**src/rtl/sw_link_pkg.sv**
```systemverilog
package sw_link_pkg;
  localparam int ADDR_W = 7;
  localparam int BYTE_W = 8;

  typedef enum logic [2:0] {
    ST_IDLE,
    ST_CMD,
    ST_DATA,
    ST_RDREQ,
    ST_TX
  } link_state_e;

  typedef enum logic [1:0] {
    TX_OFF,
    TX_WAIT,
    TX_SEND
  } tx_phase_e;

  // received bits enter at the top, so the first bit ends up in bit 0
  function automatic logic [BYTE_W-1:0] shift_in(input logic [BYTE_W-1:0] sh, input logic b);
    return {b, sh[BYTE_W-1:1]};
  endfunction

  function automatic logic cmd_is_write(input logic [BYTE_W-1:0] c);
    return c[BYTE_W-1];
  endfunction

  function automatic logic [ADDR_W-1:0] cmd_addr(input logic [BYTE_W-1:0] c);
    return c[ADDR_W-1:0];
  endfunction
endpackage

```
**src/rtl/sw_line_sync.sv**
```systemverilog
module sw_line_sync #(
  parameter int BREAK_MIN = 60
) (
  input  logic clk,
  input  logic rst_n,
  input  logic line_in,
  output logic line_s,
  output logic fall,
  output logic brk_evt
);
  localparam int RW = $clog2(BREAK_MIN + 1);

  logic s1, s2, prev;
  logic [RW-1:0] low_run;

  always_ff @(posedge clk or negedge rst_n) begin
    if (!rst_n) begin
      s1      <= 1'b1;
      s2      <= 1'b1;
      prev    <= 1'b1;
      low_run <= '0;
      brk_evt <= 1'b0;
    end else begin
      s1      <= line_in;
      s2      <= s1;
      prev    <= s2;
      brk_evt <= 1'b0;
      if (s2) begin
        low_run <= '0;
      end else if (low_run != RW'(BREAK_MIN)) begin
        low_run <= low_run + RW'(1);
        if (low_run == RW'(BREAK_MIN - 1)) brk_evt <= 1'b1;
      end
    end
  end

  assign line_s = s2;
  assign fall   = prev & ~s2;
endmodule

```
**src/rtl/sw_bit_rx.sv**
```systemverilog
module sw_bit_rx #(
  parameter int SAMPLE_AT = 20
) (
  input  logic clk,
  input  logic rst_n,
  input  logic line_s,
  input  logic fall,
  output logic bit_stb,
  output logic bit_val
);
  localparam int CW = $clog2(SAMPLE_AT + 1);

  logic          meas;
  logic [CW-1:0] cnt;

  always_ff @(posedge clk or negedge rst_n) begin
    if (!rst_n) begin
      meas    <= 1'b0;
      cnt     <= '0;
      bit_stb <= 1'b0;
      bit_val <= 1'b0;
    end else begin
      bit_stb <= 1'b0;
      if (fall) begin
        meas <= 1'b1;
        cnt  <= '0;
      end else if (meas) begin
        if (cnt == CW'(SAMPLE_AT - 1)) begin
          bit_stb <= 1'b1;
          bit_val <= line_s;
          meas    <= 1'b0;
        end else begin
          cnt <= cnt + CW'(1);
        end
      end
    end
  end
endmodule

```
**src/rtl/sw_bit_tx.sv**
```systemverilog
module sw_bit_tx
  import sw_link_pkg::*;
#(
  parameter int RESP_DELAY = 40,
  parameter int BIT_CELL   = 50,
  parameter int LOW_ONE    = 8,
  parameter int LOW_ZERO   = 32
) (
  input  logic              clk,
  input  logic              rst_n,
  input  logic              start,
  input  logic              abort,
  input  logic [BYTE_W-1:0] byte_in,
  output logic              pull_low,
  output logic              busy
);
  localparam int MAXC = (RESP_DELAY > BIT_CELL) ? RESP_DELAY : BIT_CELL;
  localparam int CW   = $clog2(MAXC + 1);
  localparam int IW   = $clog2(BYTE_W);

  tx_phase_e         phase;
  logic [CW-1:0]     cnt;
  logic [IW-1:0]     idx;
  logic [BYTE_W-1:0] sh;

  always_ff @(posedge clk or negedge rst_n) begin
    if (!rst_n) begin
      phase <= TX_OFF;
      cnt   <= '0;
      idx   <= '0;
      sh    <= '0;
    end else if (abort) begin
      phase <= TX_OFF;
      cnt   <= '0;
    end else if (start) begin
      phase <= TX_WAIT;
      cnt   <= '0;
      idx   <= '0;
      sh    <= byte_in;
    end else begin
      case (phase)
        TX_WAIT: begin
          if (cnt == CW'(RESP_DELAY - 1)) begin
            phase <= TX_SEND;
            cnt   <= '0;
          end else begin
            cnt <= cnt + CW'(1);
          end
        end
        TX_SEND: begin
          if (cnt == CW'(BIT_CELL - 1)) begin
            cnt <= '0;
            sh  <= sh >> 1;
            idx <= idx + IW'(1);
            if (idx == IW'(BYTE_W - 1)) phase <= TX_OFF;
          end else begin
            cnt <= cnt + CW'(1);
          end
        end
        default: ;
      endcase
    end
  end

  assign pull_low = (phase == TX_SEND) && (cnt < (sh[0] ? CW'(LOW_ONE) : CW'(LOW_ZERO)));
  assign busy     = (phase != TX_OFF);
endmodule

```
**src/rtl/sw_link_slave.sv**
```systemverilog
module sw_link_slave
  import sw_link_pkg::*;
#(
  parameter int SAMPLE_AT    = 20,
  parameter int BREAK_MIN    = 60,
  parameter int RESP_DELAY   = 40,
  parameter int BIT_CELL     = 50,
  parameter int TX_LOW_ONE   = 8,
  parameter int TX_LOW_ZERO  = 32
) (
  input  logic       clk,
  input  logic       rst_n,
  input  logic       line_in,
  output logic       line_pull_low,
  output logic [6:0] reg_addr,
  output logic       reg_wr_en,
  output logic [7:0] reg_wr_data,
  output logic       reg_rd_en,
  input  logic [7:0] reg_rd_data
);
  localparam int IW = $clog2(BYTE_W);

  logic line_s, fall, brk_evt, bit_stb, bit_val, tx_busy, tx_active;
  link_state_e       state;
  logic [BYTE_W-1:0] sh, sh_n;
  logic [IW-1:0]     idx;
  logic [ADDR_W-1:0] addr_q;
  logic [BYTE_W-1:0] wdata_q;
  logic              wr_q;
  logic              last_bit;

  sw_line_sync #(.BREAK_MIN(BREAK_MIN)) u_sync (
    .clk(clk), .rst_n(rst_n), .line_in(line_in),
    .line_s(line_s), .fall(fall), .brk_evt(brk_evt)
  );

  sw_bit_rx #(.SAMPLE_AT(SAMPLE_AT)) u_rx (
    .clk(clk), .rst_n(rst_n), .line_s(line_s), .fall(fall),
    .bit_stb(bit_stb), .bit_val(bit_val)
  );

  sw_bit_tx #(
    .RESP_DELAY(RESP_DELAY), .BIT_CELL(BIT_CELL),
    .LOW_ONE(TX_LOW_ONE), .LOW_ZERO(TX_LOW_ZERO)
  ) u_tx (
    .clk(clk), .rst_n(rst_n),
    .start(state == ST_RDREQ), .abort(brk_evt), .byte_in(reg_rd_data),
    .pull_low(line_pull_low), .busy(tx_busy)
  );

  assign sh_n      = shift_in(sh, bit_val);
  assign last_bit  = (idx == IW'(BYTE_W - 1));
  assign tx_active = (state == ST_TX);

  always_ff @(posedge clk or negedge rst_n) begin
    if (!rst_n) begin
      state   <= ST_IDLE;
      sh      <= '0;
      idx     <= '0;
      addr_q  <= '0;
      wdata_q <= '0;
      wr_q    <= 1'b0;
    end else begin
      wr_q <= 1'b0;
      if (brk_evt) begin
        state <= ST_CMD;
        idx   <= '0;
      end else begin
        case (state)
          ST_CMD: if (bit_stb) begin
            sh  <= sh_n;
            idx <= idx + IW'(1);
            if (last_bit) begin
              addr_q <= cmd_addr(sh_n);
              state  <= cmd_is_write(sh_n) ? ST_DATA : ST_RDREQ;
            end
          end
          ST_DATA: if (bit_stb) begin
            sh  <= sh_n;
            idx <= idx + IW'(1);
            if (last_bit) begin
              wdata_q <= sh_n;
              wr_q    <= 1'b1;
              state   <= ST_IDLE;
            end
          end
          ST_RDREQ: state <= ST_TX;
          ST_TX:    if (!tx_busy) state <= ST_IDLE;
          default: ;
        endcase
      end
    end
  end

  assign reg_addr    = addr_q;
  assign reg_wr_en   = wr_q;
  assign reg_wr_data = wdata_q;
  assign reg_rd_en   = (state == ST_RDREQ);
endmodule

```
**config.mk**
```make
export PLATFORM = sky130hd
export DESIGN_NAME = sw_link_slave
export DESIGN_NICKNAME = d
export VERILOG_FILES = /design/src/rtl/sw_link_pkg.sv /design/src/rtl/sw_line_sync.sv /design/src/rtl/sw_bit_rx.sv /design/src/rtl/sw_bit_tx.sv /design/src/rtl/sw_link_slave.sv
export SDC_FILE = /design/constraint.sdc
export NUM_CORES = 1
export LEC_CHECK = 0
export BUFFER_PORTS_ARGS = -buffer_cell sky130_fd_sc_hd__buf_4
export CORE_MARGIN = 5
export CORE_UTILIZATION = 60
export CTS_BUF_LIST = sky130_fd_sc_hd__clkbuf_16
export CTS_CLUSTER_DIAMETER = 50
export DETAILED_ROUTE_END_ITERATION = 10
export PLACE_DENSITY = 0.81
export SLEW_MARGIN = 15
export SYNTH_ARGS = -nofsm -noshare
export SYNTH_HDL_FRONTEND = slang
export SYNTH_SLANG_ARGS = --single-unit
```
**constraint.sdc**
```tcl
create_clock -name clk -period 4.24 [get_ports clk]
set_clock_uncertainty 0.1 [all_clocks]
set_input_delay 0.212 -clock clk [delete_from_list [all_inputs] [get_ports clk]]
set_output_delay 0.212 -clock clk [all_outputs]
set_load 0.01 [all_outputs]
```
==> flow_metrics.env <==
export IMPL_combPwrFrac=0.043
export IMPL_path_max_fanout=12
export IMPL_total_drc_errors_in_the_routed_layout=0
export IMPL_worst_ir_drop_vdd_mv=0.311
export IMPL_crit_start="state[2]"
export IMPL_synth_edff_count=0
export IMPL_grt_util_all_layers=0.194
export IMPL_die_y_um=80.8
export IMPL_timing_critical_path_buf_inv=1
export IMPL_number_of_distinct_standard_cells_referenced_by_the_synthesized_netlist=47
export IMPL_ys_warn_count=0
export IMPL_worstSetupEndpoint="u_tx.cnt[5]"
export IMPL_internal_power_w=0.00114
export IMPL_antenna_cells=0
export IMPL_grt_pass1_vias=2059
export IMPL_power_net_switching_w=0.000334
export IMPL_area_of_the_multi_input_gates_um2=1280
export IMPL_start_kind="flop"
export IMPL_finish_utilization=0.748
export IMPL_report_final_setup_viol=0
export IMPL_via_count=1977
export IMPL_netlist_area_um2=3010
export IMPL_clk_latency_ns=0.33
export IMPL_gr_total_overflow=0
export IMPL_timing_final_crit_share=0.529
export IMPL_num_rows=25
export IMPL_final_seq_area_um2=1660
export IMPL_postCtsSetupBuffers=0
export IMPL_fin_worst_hold_slack_ns=0.0446
export IMPL_floorplan_core_area_um2=4790
export IMPL_synthFlopType="dfrtp_1"
export IMPL_postSynth_asyncResetShare=1.00
export IMPL_cts_htree_levels=3
export IMPL_worst_setup_hold_path_clk_slew_ns=0.06
export IMPL_r2r_start="state[2]"
export IMPL_drtPass1Iterations=4
export IMPL_rsz_0062_raised_after_global_routing="no"
export IMPL_post_layout_total_power_w=0.00147
export IMPL_timing_hold_violations_final=0
export IMPL_critical_path_slowest_cell="nand3b_1"
export IMPL_critical_path_top_delay_family="simple AND/OR/NAND/NOR gates"
export IMPL_final_min_clock_period_ns=2.24
export IMPL_cp_data_arrival_time_ns=2.39
export IMPL_worstReg2RegEnd="u_tx.cnt[5]"
export IMPL_floorplan_die_area_um2=6530
export IMPL_postCtsResizedCells=0
export IMPL_cts_num_sinks=66
export IMPL_ant_nets=0
export IMPL_via_per_inst=5.49
export IMPL_power_density_nw_per_um2=411
export IMPL_most_frequent_standard_cell_in_the_layout_excluding_fill_and_tap_cells="dfrtp_1"
export IMPL_cts_hold_repair_buffers=2
export IMPL_drv_max_cap_violation_count=0
export IMPL_power_leakage_nw=1.84
export IMPL_ys_seq_elements=66
export IMPL_clk_path_buf_depth=2
export IMPL_gpl_final_weighted_congestion=0.890
export IMPL_die_width_um=80.8
export IMPL_synth_net_count=276
export IMPL_status="finished clean"
export IMPL_rr_worst_depth=5
export IMPL_num_fill_cells=330
export IMPL_routed_wl_mm=5.48
export IMPL_timing_critical_path_cells="nand3b_1 > inv_1 > o31ai_1 > or3_1 > a21oi_1"
export IMPL_relSlewSlack=0.465
export IMPL_cts_buffers=9
export IMPL_netSwitchingFraction=0.227
export IMPL_synth_cells=255
export IMPL_power_share_clock=0.502
export IMPL_initial_core_util=0.629
export IMPL_count_of_buffers_from_port_buffering=28
export IMPL_crit_required_ns=4.39
export IMPL_seq_power_share=0.455
export IMPL_cts_tree="yes"
export IMPL_synthToLayoutAreaGrowth_pct=19.0
export IMPL_slew_viol_final=0
export IMPL_setup_cp_type="reg2reg"
export IMPL_synth_area_per_cell_um2=11.8
export IMPL_nets=309
export IMPL_worst_slew_pin_transition_ns=0.802
export IMPL_first_pass_grt_wire_length_mm=9.58
export IMPL_reg2reg_setup_slack_ns=2.00
export IMPL_routed_wire_length_per_instance_um=15.2
export IMPL_place_detailed_hpwl_mm=3.47
export IMPL_drive_gt1_frac=0.300
export IMPL_io_pins=29
export IMPL_drtIter0Drc=123
export IMPL_endpoint_kind="flop"
export IMPL_hold_path_class="in2reg"
export IMPL_maxClockFrequency_ghz=0.446
export IMPL_layout_cells_most_common_list="dfrtp_1, mux2_2, nand2_1"
export IMPL_cts_root_buf="clkbuf_16"
export IMPL_synth_sequential_area_ratio=0.550
export IMPL_crit_cells=5
export IMPL_grt_max_degree=67
export IMPL_antenna_violations_before_repair=0
export IMPL_finalSetupTns_ns=0
export IMPL_worst_path_largest_cell_delay_ns=0.46
==> cell type report <==
class / count / area share
well taps: 67 / 0.0234
multi-input cells: 172 / 0.356
clock inverters: 7 / 0.0217
clock buffers: 9 / 0.0629
inverters: 9 / 0.00943
repair buffers: 30 / 0.0643
flip-flops and latches: 66 / 0.462
==> metal layers <==
| layer | part of all wire | track usage | vias to the layer above |
|---|---|---|---|
| met4 | 0.018 | 0.0929 | 0 |
| met1 | 0.45 | 0.245 | 977 |
| li1 | - | - | 960 |
| met3 | 0.040 | 0.0565 | 9 |
| met2 | 0.49 | 0.308 | 31 |
| met5 | 0 | 0 | - |
==> registers in the layout, summed over array words and instances, names as in the netlist <==
signal          count
u_rx.bit_stb        1
reg_addr            7
u_sync.line_s       1
u_sync.brk_evt      1
sh                  7
reg_wr_en           1
u_sync.prev         1
u_tx.phase          2
u_tx.sh             8
u_sync.s1           1
u_rx.cnt            5
reg_wr_data         8
state               3
u_rx.bit_val        1
idx                 3
u_rx.meas           1
u_tx.idx            3
u_sync.low_run      6
u_tx.cnt            6
==> power by group through the flow <==
stage / combinational (W) / clock, W / sequential (W)
floorplan: 0.0000373 / 0 / 0.000674
global placement: 0.0000586 / 0 / 0.000680
detailed placement: 0.0000615 / 0 / 0.000680
CTS: 0.0000651 / 0.000751 / 0.000670
global route: 0.0000741 / 0.000788 / 0.000672
finish: 0.0000635 / 0.000740 / 0.000670
==> stage by stage <==
stage	setup slack (ns)	std cells	cell area, um2
after floorplan	2.30	255	3010
after global placement	2.14	342	3260
after detailed placement	1.99	342	3260
after CTS	1.99	360	3580
after global routing	1.84	360	3580
final	2.00	360	3580
==> cell usage after synthesis (2+ instances only) <==
library cell / number / area (um2)
ha_1: 10 / 125
nand3b_1: 2 / 15.0
o21ai_0: 6 / 30.0
a22o_1: 2 / 17.5
xnor2_1: 2 / 17.5
nor2b_1: 2 / 12.5
nor4_1: 2 / 12.5
nand4_1: 3 / 18.8
and2b_1: 2 / 15.0
dfstp_2: 3 / 78.8
a21oi_1: 12 / 60.1
o31ai_1: 3 / 22.5
nand3_1: 6 / 30.0
nor3_1: 3 / 15.0
dfrtp_1: 63 / 1580
a31oi_1: 3 / 18.8
and3_1: 3 / 18.8
xor2_1: 8 / 70.1
inv_1: 9 / 33.8
mux2i_1: 3 / 30.0
nor2_1: 14 / 52.6
nand2b_1: 3 / 18.8
buf_2: 5 / 25.0
nand2_1: 31 / 116
mux2_2: 33 / 372
==> worst register-to-register path, stage by stage (launching register included) <==
cell and delay (ns):
dfrtp_1 0.43, nand3b_1 0.46, inv_1 0.44, o31ai_1 0.18, or3_1 0.39, a21oi_1 0.16
==> kinds of logic (layout without fill, tap and decap cells) <==
group / after synthesis / in the layout / share of synthesized area
fa+ha+maj: 10 / 10 / 0.0416
buf+inv: 17 / 55 / 0.0262
mux: 36 / 36 / 0.133
compound gates: 34 / 34 / 0.0740
xor+xnor: 10 / 10 / 0.0291
simple gates: 82 / 82 / 0.146
flops: 66 / 66 / 0.550
==> worst min path at each step <==
stage / from / to / slack [ns] / cells after the start
after floorplan: rst_n / idx[0] / -0.18 / 0
after global placement: line_in / u_sync.s1 / 0.22 / 1
after detailed placement: line_in / u_sync.s1 / 0.22 / 1
after CTS: reg_rd_data[7] / u_tx.sh[7] / 0.04 / 2
after global routing: reg_rd_data[7] / u_tx.sh[7] / 0.04 / 2
final: reg_rd_data[7] / u_tx.sh[7] / 0.04 / 2
No activity file was read; power rests on OpenSTA's default activity.
